[src/rtl/hazard_pkg.sv]
package hazard_pkg;

  typedef enum logic [1:0] {
    SEL_RF  = 2'b00,
    SEL_WB  = 2'b01,
    SEL_MEM = 2'b10
  } byp_sel_e;

endpackage

[src/rtl/hz_bypass_sel.sv]
module hz_bypass_sel
  import hazard_pkg::*;
#(
  parameter int unsigned AW = 5
) (
  input  logic [AW-1:0] src_i,
  input  logic [AW-1:0] mem_rd_i,
  input  logic          mem_we_i,
  input  logic [AW-1:0] wb_rd_i,
  input  logic          wb_we_i,
  output byp_sel_e      sel_o
);

  logic src_live, mem_hit, wb_hit;

  assign src_live = |src_i;
  assign mem_hit  = src_live && mem_we_i && (mem_rd_i == src_i);
  assign wb_hit   = src_live && wb_we_i  && (wb_rd_i  == src_i);

  // newest producer wins
  always_comb begin
    if (mem_hit)     sel_o = SEL_MEM;
    else if (wb_hit) sel_o = SEL_WB;
    else             sel_o = SEL_RF;
  end

endmodule

[src/rtl/hz_load_use.sv]
module hz_load_use #(
  parameter int unsigned AW   = 5,
  parameter int unsigned NSRC = 2
) (
  input  logic                     ex_load_i,
  input  logic [AW-1:0]            ex_rd_i,
  input  logic [NSRC-1:0][AW-1:0]  id_src_i,
  output logic                     hit_o
);

  logic [NSRC-1:0] src_match;

  for (genvar g = 0; g < NSRC; g++) begin : g_src
    assign src_match[g] = (id_src_i[g] == ex_rd_i);
  end

  assign hit_o = ex_load_i && (|ex_rd_i) && (|src_match);

endmodule

[src/rtl/hz_stall_merge.sv]
module hz_stall_merge (
  input  logic load_use_i,
  input  logic port_busy_i,
  output logic pc_hold_o,
  output logic ifid_hold_o,
  output logic ifid_flush_o,
  output logic idex_bubble_o
);

  always_comb begin
    pc_hold_o     = load_use_i || port_busy_i;
    ifid_hold_o   = load_use_i;
    // a held decode slot must not be overwritten by the fetch bubble
    ifid_flush_o  = port_busy_i && !load_use_i;
    idex_bubble_o = load_use_i;
  end

endmodule

[src/rtl/hazard_unit.sv]
module hazard_unit
  import hazard_pkg::*;
#(
  parameter int unsigned AW = 5
) (
  input  logic [AW-1:0] id_rs1_i,
  input  logic [AW-1:0] id_rs2_i,
  input  logic [AW-1:0] ex_rs1_i,
  input  logic [AW-1:0] ex_rs2_i,
  input  logic [AW-1:0] ex_rd_i,
  input  logic          ex_load_i,
  input  logic [AW-1:0] mem_rd_i,
  input  logic          mem_we_i,
  input  logic          mem_load_i,
  input  logic          mem_store_i,
  input  logic [AW-1:0] wb_rd_i,
  input  logic          wb_we_i,
  output logic [1:0]    fwd_a_o,
  output logic [1:0]    fwd_b_o,
  output logic          pc_hold_o,
  output logic          ifid_hold_o,
  output logic          ifid_flush_o,
  output logic          idex_bubble_o
);

  localparam int unsigned NSRC = 2;

  logic [NSRC-1:0][AW-1:0] ex_src;
  logic [NSRC-1:0][AW-1:0] id_src;
  byp_sel_e [NSRC-1:0]     sel;
  logic                    load_use;
  logic                    port_busy;

  assign ex_src = {ex_rs2_i, ex_rs1_i};
  assign id_src = {id_rs2_i, id_rs1_i};

  for (genvar g = 0; g < NSRC; g++) begin : g_byp
    hz_bypass_sel #(.AW(AW)) u_sel (
      .src_i    (ex_src[g]),
      .mem_rd_i (mem_rd_i),
      .mem_we_i (mem_we_i),
      .wb_rd_i  (wb_rd_i),
      .wb_we_i  (wb_we_i),
      .sel_o    (sel[g])
    );
  end

  assign fwd_a_o = sel[0];
  assign fwd_b_o = sel[1];

  hz_load_use #(.AW(AW), .NSRC(NSRC)) u_lu (
    .ex_load_i (ex_load_i),
    .ex_rd_i   (ex_rd_i),
    .id_src_i  (id_src),
    .hit_o     (load_use)
  );

  // shared memory port: data access in MEM steals the fetch slot
  assign port_busy = mem_load_i || mem_store_i;

  hz_stall_merge u_merge (
    .load_use_i    (load_use),
    .port_busy_i   (port_busy),
    .pc_hold_o     (pc_hold_o),
    .ifid_hold_o   (ifid_hold_o),
    .ifid_flush_o  (ifid_flush_o),
    .idex_bubble_o (idex_bubble_o)
  );

endmodule

[config.mk]
export PLATFORM = sky130hd
export DESIGN_NAME = hazard_unit
export DESIGN_NICKNAME = d
export VERILOG_FILES = /design/src/rtl/hazard_pkg.sv /design/src/rtl/hz_bypass_sel.sv /design/src/rtl/hz_load_use.sv /design/src/rtl/hz_stall_merge.sv /design/src/rtl/hazard_unit.sv
export SDC_FILE = /design/constraint.sdc
export NUM_CORES = 1
export LEC_CHECK = 0
export ABC_AREA = 1
export BUFFER_PORTS_ARGS = -buffer_cell sky130_fd_sc_hd__buf_2
export CORE_ASPECT_RATIO = 1.25
export CORE_MARGIN = 2
export CORE_UTILIZATION = 35
export DETAILED_ROUTE_END_ITERATION = 7
export PLACE_DENSITY = 0.79
export SLEW_MARGIN = 20
export SYNTH_ARGS = -nofsm -noshare
export SYNTH_HDL_FRONTEND = slang
export SYNTH_SLANG_ARGS = --single-unit
export TNS_END_PERCENT = 100
[constraint.sdc]
create_clock -name vclk -period 2.3
set_clock_uncertainty 0.15 [all_clocks]
set_input_delay 0.46 -clock vclk [all_inputs]
set_output_delay 0.46 -clock vclk [all_outputs]
set_load 0.02 [all_outputs]
==> summary.md, run 1 <==
| Metric | Value |
|---|---|
| Max cap viols | `0` |
| Mean Syn Cell Area | `4.715 sq um` |
| Antenna Nets Post-Route | `0` |
| Post-Route Setup TNS | `0 ns` |
| Port Buffers | `48` |
| Commonest non-fill, non-tap cell in the layout | `buf_2` |
| WHS | `1.083 ns` |
| Initial DRC count | `5` |
| WS Path Type | `input pin to primary output` |
| Hold Crit Class | `input pin to primary output` |
| Initial antenna violation count | `0` |
| Initial Util | `0.3701` |
| Residual DRC | `0` |
| Global route overflow | `0` |
| Total Wirelength | `1555 um` |
| Final setup fails | `0` |
| Layout area overhead | `42.11%` |
| Boundary Pins | `48` |
| First-pass GRT wire length | `2325 um` |
| Wire length per cell | `8.451 um` |
| Fin. max-slew vios | `0` |
| Arrival time at the worst endpoint | `1.32 ns` |
| Critical path data required time | `1.69 ns` |
| Post-Syn Nets | `161` |
| Die W | `40.11 um` |
| Vias in the first global route | `717` |
| Routability cong. | `0.7290` |
| Die Area | `0.001971 sq mm` |
| Clock Buffer Count | `0` |
| Slew HR | `0.8679` |
| Ratio of cells with drive above 1 in the final layout | `0.3133` |
| Via count | `852` |
| Sequential fraction of the synthesis area | `0` |
| Worst-margin pin slew | `0.1963 ns` |
| Design area | `810.8 sq um` |
| Power Dens Cells | `164.1 mW/mm^2` |
| DP Wirelength | `1433 um` |
| Vias per std cell | `4.630` |
| Fmax | `0.5170 GHz` |
| Overall Global Routing Usage | `0.1552` |
| Crit path largest cell delay | `0.21 ns` |
| First-pass DRT Iterations | `4` |
| CP startpoint kind | `input pin` |
| Post-cts sizing count | `0` |
| Finished Core Util | `0.5260` |
| Crit. End Element | `primary output` |
| Mapped cell area | `570.5 sq um` |
| Antenna cells | `0` |
| Worst path most repeated cell | `buf_2` |
| DIE HEIGHT | `49.14 um` |
| Largest net degree at the start of global routing | `6` |
| Final Hold Fails | `0` |
| LEAKAGE | `0.5380 nW` |
| CP max-delay cell | `or2_0` |
| Post-DP Area | `810.8 sq um` |
| Yosys warns | `0` |
| Filler cell count | `162` |
| Commonest cells after routing, fill and taps aside | `buf_2, nand2_1, inv_1, nor2_1` |
| Synthesized instance count | `121` |
| Row count | `16` |
| Register Area | `0 sq um` |
| Setup Buffers After CTS | `0` |
| Area of the multi-input gates | `461.7 sq um` |
| Core footprint | `0.001541 sq mm` |
| Final net count | `208` |
| Crit-path cells | `buf_2, or2_0, a21oi_1, nand3_1, nor2_2, nor2_1, buf_2` |
| Status | `completed` |
| Peak supply drop | `0.06566 mV` |
| RSZ-0062 raised after global routing | `no` |
| # hold bufs at CTS | `0` |
| Count of different cell masters after synthesis | `16` |
| FFs & Latches | `0` |
| Period minus WS final | `1.934 ns` |
| Final period util | `0.8410` |
| Crit Path Max Fanout | `4` |
synth_stat cells, drive strengths merged:
library cell / count / area [sq um]
nand2: 38 / 142.6
inv: 23 / 86.33
nor2: 22 / 85.09
nand3: 7 / 35.03
xnor2: 7 / 61.31
nand4: 5 / 31.28
o21ai: 4 / 20.02
xor2: 4 / 35.03
buf: 3 / 22.52
or2: 3 / 18.77
a21oi: 2 / 10.01
nor3: 2 / 15.01
a21boi: 1 / 7.510
critical path: cells and delay by family:
family	cells	cell delay, ns
compound gates	1	0.14
simple gates	4	0.45
buf+inv	2	0.27
where the power goes:
group          switching, W  internal [W]
clock                     0             0
sequential                0             0
combinational     0.0000716     0.0000615
total             0.0000716     0.0000615
worst paths after layout:
check	startpoint	endpoint	slack, ns	depth (start not counted)
max	mem_rd_i[3]	fwd_b_o[0]	0.37	7
min	mem_load_i	pc_hold_o	1.08	4
routing by layer:
| metal | up-vias | global-route usage | part of all wire |
|---|---|---|---|
| met1 | 352 | 0.1139 | 0.35 |
| met4 | 0 | 0.02299 | 0 |
| met5 | - | 0 | 0 |
| met3 | 0 | 0.01370 | 0.11 |
| li1 | 454 | - | - |
| met2 | 46 | 0.3522 | 0.54 |
cell type report:
class,count,share of cell area
Tap cell,18,0.02778
Timing Repair Buffer,48,0.2963
Inverter,23,0.1065
Multi-Input combinational cell,95,0.5694
cell families after synthesis:
| logic type | share of synthesized area |
|---|---|
| AND/OR/NAND/NOR | 0.5746 |
| XOR/XNOR | 0.1689 |
| buffers and inverters | 0.1908 |
| AO/OA/AOI/OAI | 0.06580 |
stage by stage:
| step | worst slack, ns | std cells | power [W] |
|---|---|---|---|
| 2_1_floorplan | 0.4838 | 121 | 0.00007288 |
| 5_1_grt | 0.2639 | 184 | 0.0001493 |
| 4_1_cts | 0.3611 | 184 | 0.0001339 |
| 3_5_place_dp | 0.3654 | 184 | 0.0001332 |
| 3_3_place_gp | 0.3941 | 184 | 0.0001312 |
| 6_report | 0.3657 | 184 | 0.0001331 |
(Power assumes the default switching activity.)
==> run 2: changes to the inputs <==
==> constraint.sdc (replaced) <==
create_clock -name vclk -period 1.9
set_clock_uncertainty 0.15 [all_clocks]
set_input_delay 0.38 -clock vclk [all_inputs]
set_output_delay 0.38 -clock vclk [all_outputs]
set_load 0.02 [all_outputs]
==> run 2 against run 1 <==
Hold slack got worse by 0.16 ns. Global-route usage increased by 1.1 points. Final cell count increased by 0.54%. Wire length increased by 5.0%. Total power increased by 24%. Core utilization increased by 0.81 points. Via count decreased by 0.12%. Largest cell class unchanged. Highest routed layer unchanged.
==> summary.md, run 2 (synthesis results as in run 1) <==
| Metric | Value |
|---|---|
| Largest net degree at the start of global routing | `6 (unchanged)` |
| Total Wirelength | `1633 um (+5.0%)` |
| Vias in the first global route | `753 (+5.0%)` |
| Highest metal used | `met3` |
| Peak supply drop | `0.07509 mV (+14%)` |
| Commonest non-fill, non-tap cell in the layout | `buf_2` |
| Crit. End Element | `primary output` |
| M1 wire length | `573 um (+5.5%)` |
| Antenna cells | `0 (unchanged)` |
| Setup Buffers After CTS | `0 (unchanged)` |
| CP startpoint kind | `input pin` |
| Initial Util | `0.3701 (unchanged)` |
| Power Dens Cells | `200.2 mW/mm^2 (+22%)` |
| Final net count | `209 (+0.48%)` |
| Met2 routed wirelength | `909 um (+9.1%)` |
| Overall Global Routing Usage | `0.1665 (+0.01127)` |
| Fmax | `0.5659 GHz` |
| Fin. max-slew vios | `0 (unchanged)` |
| Via count | `851 (-0.12%)` |
| Register Area | `0 sq um (unchanged)` |
| Boundary Pins | `48 (unchanged)` |
| Slew HR | `0.8914 (+0.02345)` |
| Arrival time at the worst endpoint | `1.24 ns (-0.08 ns)` |
| Initial antenna violation count | `0 (unchanged)` |
| Final Hold Fails | `0 (unchanged)` |
| Die W | `40.11 um (unchanged)` |
| Tot Pwr | `0.0001648 W (+24%)` |
| Hold Crit Class | `input pin to primary output` |
| First-pass DRT Iterations | `4 (unchanged)` |
| Core footprint | `0.001541 sq mm (unchanged)` |
| DP Wirelength | `1498 um (+4.5%)` |
| Final setup fails | `0 (unchanged)` |
| Commonest cells after routing, fill and taps aside | `buf_2, nand2_1, inv_1, nor2_1` |
| Initial DRC count | `3 (-2)` |
| Post-DP Area | `818.3 sq um (+0.93%)` |
| Final period util | `0.9301` |
| FFs & Latches | `0 (unchanged)` |
| Vias per std cell | `4.600 (-0.66%)` |
| RSZ-0062 raised after global routing | `no` |
| Wire length per cell | `8.827 um (+4.4%)` |
| LEAKAGE | `0.5426 nW (+0.86%)` |
| Max cap viols | `0 (unchanged)` |
| Antenna Nets Post-Route | `0 (unchanged)` |
| Row count | `16 (unchanged)` |
| Crit Path Max Fanout | `4 (unchanged)` |
| Port Buffers | `48 (unchanged)` |
| Routability cong. | `0.7276 (-0.19%)` |
| Global route overflow | `0 (unchanged)` |
| Period minus WS final | `1.767 ns` |
| WS Path Type | `input pin to primary output` |
| Die Area | `0.001971 sq mm (unchanged)` |
| DIE HEIGHT | `49.14 um (unchanged)` |
| Clock Buffer Count | `0 (unchanged)` |
| Status | `completed` |
| Design area | `823.3 sq um (+1.5%)` |
| DR WL met3 | `150 um (-15%)` |
| Post-Route Setup TNS | `0 ns (unchanged)` |
| Critical path data required time | `1.37 ns (-0.32 ns)` |
| Layout area overhead | `44.30%` |
| Filler cell count | `165 (+1.9%)` |
| Residual DRC | `0 (unchanged)` |
| Worst-margin pin slew | `0.1615 ns (-0.03487 ns)` |
| First-pass GRT wire length | `2490 um (+7.1%)` |
| Ratio of cells with drive above 1 in the final layout | `0.3174 (+0.004112)` |
[run 2: changes by cell type in the layout (fill, tap and decap cells not counted)]
cell     delta
buf_2       -2
buf_4       +3
o21ai_0     -1
o21ai_1     +1
[run 2: final cells by class]
cell class,count,area (sq um),area share
timing repair buffer,49,252.7,0.3070
multi-input combinational,95,461.7,0.5608
tap,18,22.52,0.02736
inverter,23,86.33,0.1049
[run 2: power breakdown]
| part | total [W] | switching, W | leakage, nW | internal [W] |
|---|---|---|---|---|
| combinational | 0.000165 | 0.0000881 | 0.543 | 0.0000767 |
| clock | 0 | 0 | 0 | 0 |
| sequential | 0 | 0 | 0 | 0 |
[run 2: critical path, stage by stage]
cell,delay [ns]
buf_2,0.11
or2_0,0.21
a21oi_1,0.15
nand3_1,0.10
nor2_2,0.10
nor2_1,0.04
buf_2,0.15
[run 2: worst paths after layout]
check,start,to,slack [ns],depth (start not counted)
setup / recovery,mem_rd_i[3],fwd_b_o[0],0.13,7
hold / removal,mem_load_i,pc_hold_o,0.92,4
[run 2: stage by stage]
| step | setup slack [ns] | instances | hold WS (ns) | utilization |
|---|---|---|---|---|
| after floorplan | 0.2438 | 121 | 0.7935 | - |
| after global routing | 0.0004511 | 185 | 0.9510 | 0.5341 |
| after global placement | 0.1555 | 185 | 0.9211 | 0.5308 |
| final | 0.1328 | 185 | 0.9213 | 0.5341 |
| after CTS | 0.1289 | 185 | 0.9246 | 0.5308 |
| after detailed placement | 0.1305 | 185 | 0.9247 | 0.5308 |
[run 2: metal layers]
layer	track usage	vias to the layer above
met3	0.009132	0
li1	-	457
met1	0.1306	354
met5	0	-
met2	0.3844	40
met4	0	0
[run 2: what timing repair did]
action,4_1_cts,5_1_grt
endpoints found under the hold margin,0,0
resized for setup,0,3
hold buffers,0,0
setup endpoints to repair,0,3
==> run 3: changes to the inputs <==
--- a/config.mk
+++ b/config.mk
@@ -7,7 +7,6 @@
 export LEC_CHECK = 0
 export ABC_AREA = 1
 export BUFFER_PORTS_ARGS = -buffer_cell sky130_fd_sc_hd__buf_2
-export CORE_ASPECT_RATIO = 1.25
 export CORE_MARGIN = 2
 export CORE_UTILIZATION = 35
 export DETAILED_ROUTE_END_ITERATION = 7
==> run 3 against run 2 <==
Worst setup slack worse by 0.055 ns. First-iteration DRC count is 67% higher. Critical path depth is the same. Via count decreased by 2.5%. Total power is 2.2% higher. Clock-buffer cell count stayed put. Critical endpoint unchanged.
==> summary.md, run 3 (synthesis results as in run 1) <==
| Metric | Value |
|---|---|
| Worst min-delay path startpoint | `mem_store_i` |
| DIE HEIGHT | `44.38 um (-9.7%)` |
| Layout area overhead | `46.27%` |
| Commonest cells after routing, fill and taps aside | `buf_2, nand2_1, inv_1, nor2_1` |
| Overall Global Routing Usage | `0.1741 (+0.007536)` |
| RSZ-0062 raised after global routing | `yes` |
| WHS | `0.9321 ns (+0.01075 ns)` |
| Seq pwr share | `0 (unchanged)` |
| Residual DRC | `0 (unchanged)` |
| Vias in the first global route | `723 (-4.0%)` |
| Core footprint | `0.001524 sq mm (-1.1%)` |
| Final net count | `209 (unchanged)` |
| Peak supply drop | `0.08584 mV (+14%)` |
| Final setup fails | `0 (unchanged)` |
| Global route overflow | `0 (unchanged)` |
| Routability cong. | `0.8351 (+15%)` |
| Antenna Nets Post-Route | `0 (unchanged)` |
| WS Path Type | `input pin to primary output` |
| Port Buffers | `48 (unchanged)` |
| Largest net degree at the start of global routing | `6 (unchanged)` |
| Arrival time at the worst endpoint | `1.29 ns (+0.05 ns)` |
| Crit path largest cell delay | `0.21 ns (about the same)` |
| Crit Path Max Fanout | `4 (unchanged)` |
| Final Hold Fails | `0 (unchanged)` |
| Initial Util | `0.3744 (+0.004254)` |
| Register Area | `0 sq um (unchanged)` |
| CP max-delay cell | `or2_0` |
| Internal Power | `0.00007933 W (+3.4%)` |
| Initial antenna violation count | `0 (unchanged)` |
| Total Wirelength | `1702 um (+4.2%)` |
| Dpl ws | `0.1285 ns (-0.002028 ns)` |
| Post-Route Setup TNS | `0 ns (unchanged)` |
| Hold endpoint | `pc_hold_o` |
| Critical path data required time | `1.37 ns (about the same)` |
| Crit. End Element | `primary output` |
| Commonest non-fill, non-tap cell in the layout | `buf_2` |
| Fin. max-slew vios | `0 (unchanged)` |
| Fmax | `0.5489 GHz (-3.0%)` |
| LEAKAGE | `0.5491 nW (+1.2%)` |
| Status | `completed` |
| Worst path bufs/invs | `2 (unchanged)` |
| Die W | `44.38 um (+11%)` |
| Switching Fraction | `0.5289 (-0.005553)` |
| Final setup margin | `0.07809 ns (-0.05473 ns)` |
| Wire length per cell | `9.301 um (+5.4%)` |
| M1 wire length | `712 um (+24%)` |
| Power Dens Cells | `201.8 mW/mm^2 (+0.82%)` |
| DR WL met3 | `95 um (-37%)` |
| Period minus WS final | `1.822 ns (+0.05473 ns)` |
| Final period util | `0.9589 (+0.02880)` |
| Boundary Pins | `48 (unchanged)` |
| Filler cell count | `162 (-1.8%)` |
| Clock power frac | `0 (unchanged)` |
| Cell count after placement | `182 (-1.6%)` |
| First-pass DRT Iterations | `4 (unchanged)` |
| Worst-margin pin slew | `0.1667 ns (+0.005256 ns)` |
| Met2 routed wirelength | `893 um (-1.8%)` |
| FFs & Latches | `0 (unchanged)` |
| Via count | `830 (-2.5%)` |
| Antenna cells | `0 (unchanged)` |
| Slew HR | `0.8879 (-0.003535)` |
| Gate power share | `1.000 (about the same)` |
| Hold path depth | `4 (unchanged)` |
| Tot Pwr | `0.0001684 W (+2.2%)` |
| Post-route insts no fill | `183 (-1.1%)` |
| Clock Buffer Count | `0 (unchanged)` |
| Row count | `14 (-2)` |
| Critical path's top delay family | `simple AND/OR/NAND/NOR gates` |
| Highest metal used | `met3` |
| First-pass GRT wire length | `2732 um (+9.7%)` |
| Ratio of cells with drive above 1 in the final layout | `0.3174 (unchanged)` |
| Die Area | `0.001969 sq mm (about the same)` |
| Hold Crit Class | `input pin to primary output` |
| Initial DRC count | `5 (+2)` |
| Crit-path cells | `buf_8, or2_0, a21oi_1, nand3_1, nor2_2, nor2_1, buf_4` |
| Max cap viols | `0 (unchanged)` |
| CP startpoint kind | `input pin` |
| DP Wirelength | `1501 um (+0.21%)` |
| P_sw | `0.00008907 W (+1.1%)` |
| Vias per std cell | `4.536 (-1.4%)` |
run 3: cell counts in the layout (fill, tap and decap cells not counted):
No cell type changed its count.
run 3: layout make-up:
| cell class | count | area, sq um | share of cell area |
|---|---|---|---|
| Inverter | 23 | 86.33 | 0.1034 |
| Timing Repair Buffer | 49 | 266.5 | 0.3193 |
| Tap cell | 16 | 20.02 | 0.02399 |
| Multi-Input combinational cell | 95 | 461.7 | 0.5532 |
run 3: power by group through the flow:
stage	clock network [W]	registers, W	logic, W
2_1_floorplan	0	0	0.0000882
3_3_place_gp	0	0	0.000157
4_1_cts	0	0	0.000163
3_5_place_dp	0	0	0.000162
5_1_grt	0	0	0.000191
6_report	0	0	0.000168
run 3: worst max path at each step:
stage                      startpoint     endpoint  cells past startpoint
after detailed placement  mem_rd_i[3]   fwd_b_o[0]                      7
final                     ex_rs2_i[3]   fwd_b_o[0]                      7
after global placement    mem_rd_i[3]   fwd_b_o[0]                      7
after CTS                 mem_rd_i[3]   fwd_b_o[0]                      7
after global routing      ex_rs2_i[3]   fwd_b_o[0]                      7
after floorplan            ex_rd_i[2]  ifid_hold_o                      9
run 3: metal layers:
layer | global-route usage | vias up
met3 | 0 | 0
met1 | 0.2073 | 345
met2 | 0.3618 | 27
met4 | 0 | 0
met5 | 0 | -
li1 | - | 458
run 3: worst min-delay path: stages:
cell	delay, ns
buf_2	0.07
nor2_1	0.04
nand2_1	0.05
buf_2	0.15
run 3: timing repair:
item,in CTS,in global routing
hold buffers,0,0
hold endpoints to repair,0,0
buffers inserted,0,1
gates resized for setup,0,6
setup endpoints to repair,0,1
run 3: stage by stage:
step                        util  area [sq um]
after floorplan                -         570.5
after global placement    0.5304         808.3
after detailed placement  0.5304         808.3
after CTS                 0.5304         808.3
after global routing      0.5476         834.6
final                     0.5476         834.6
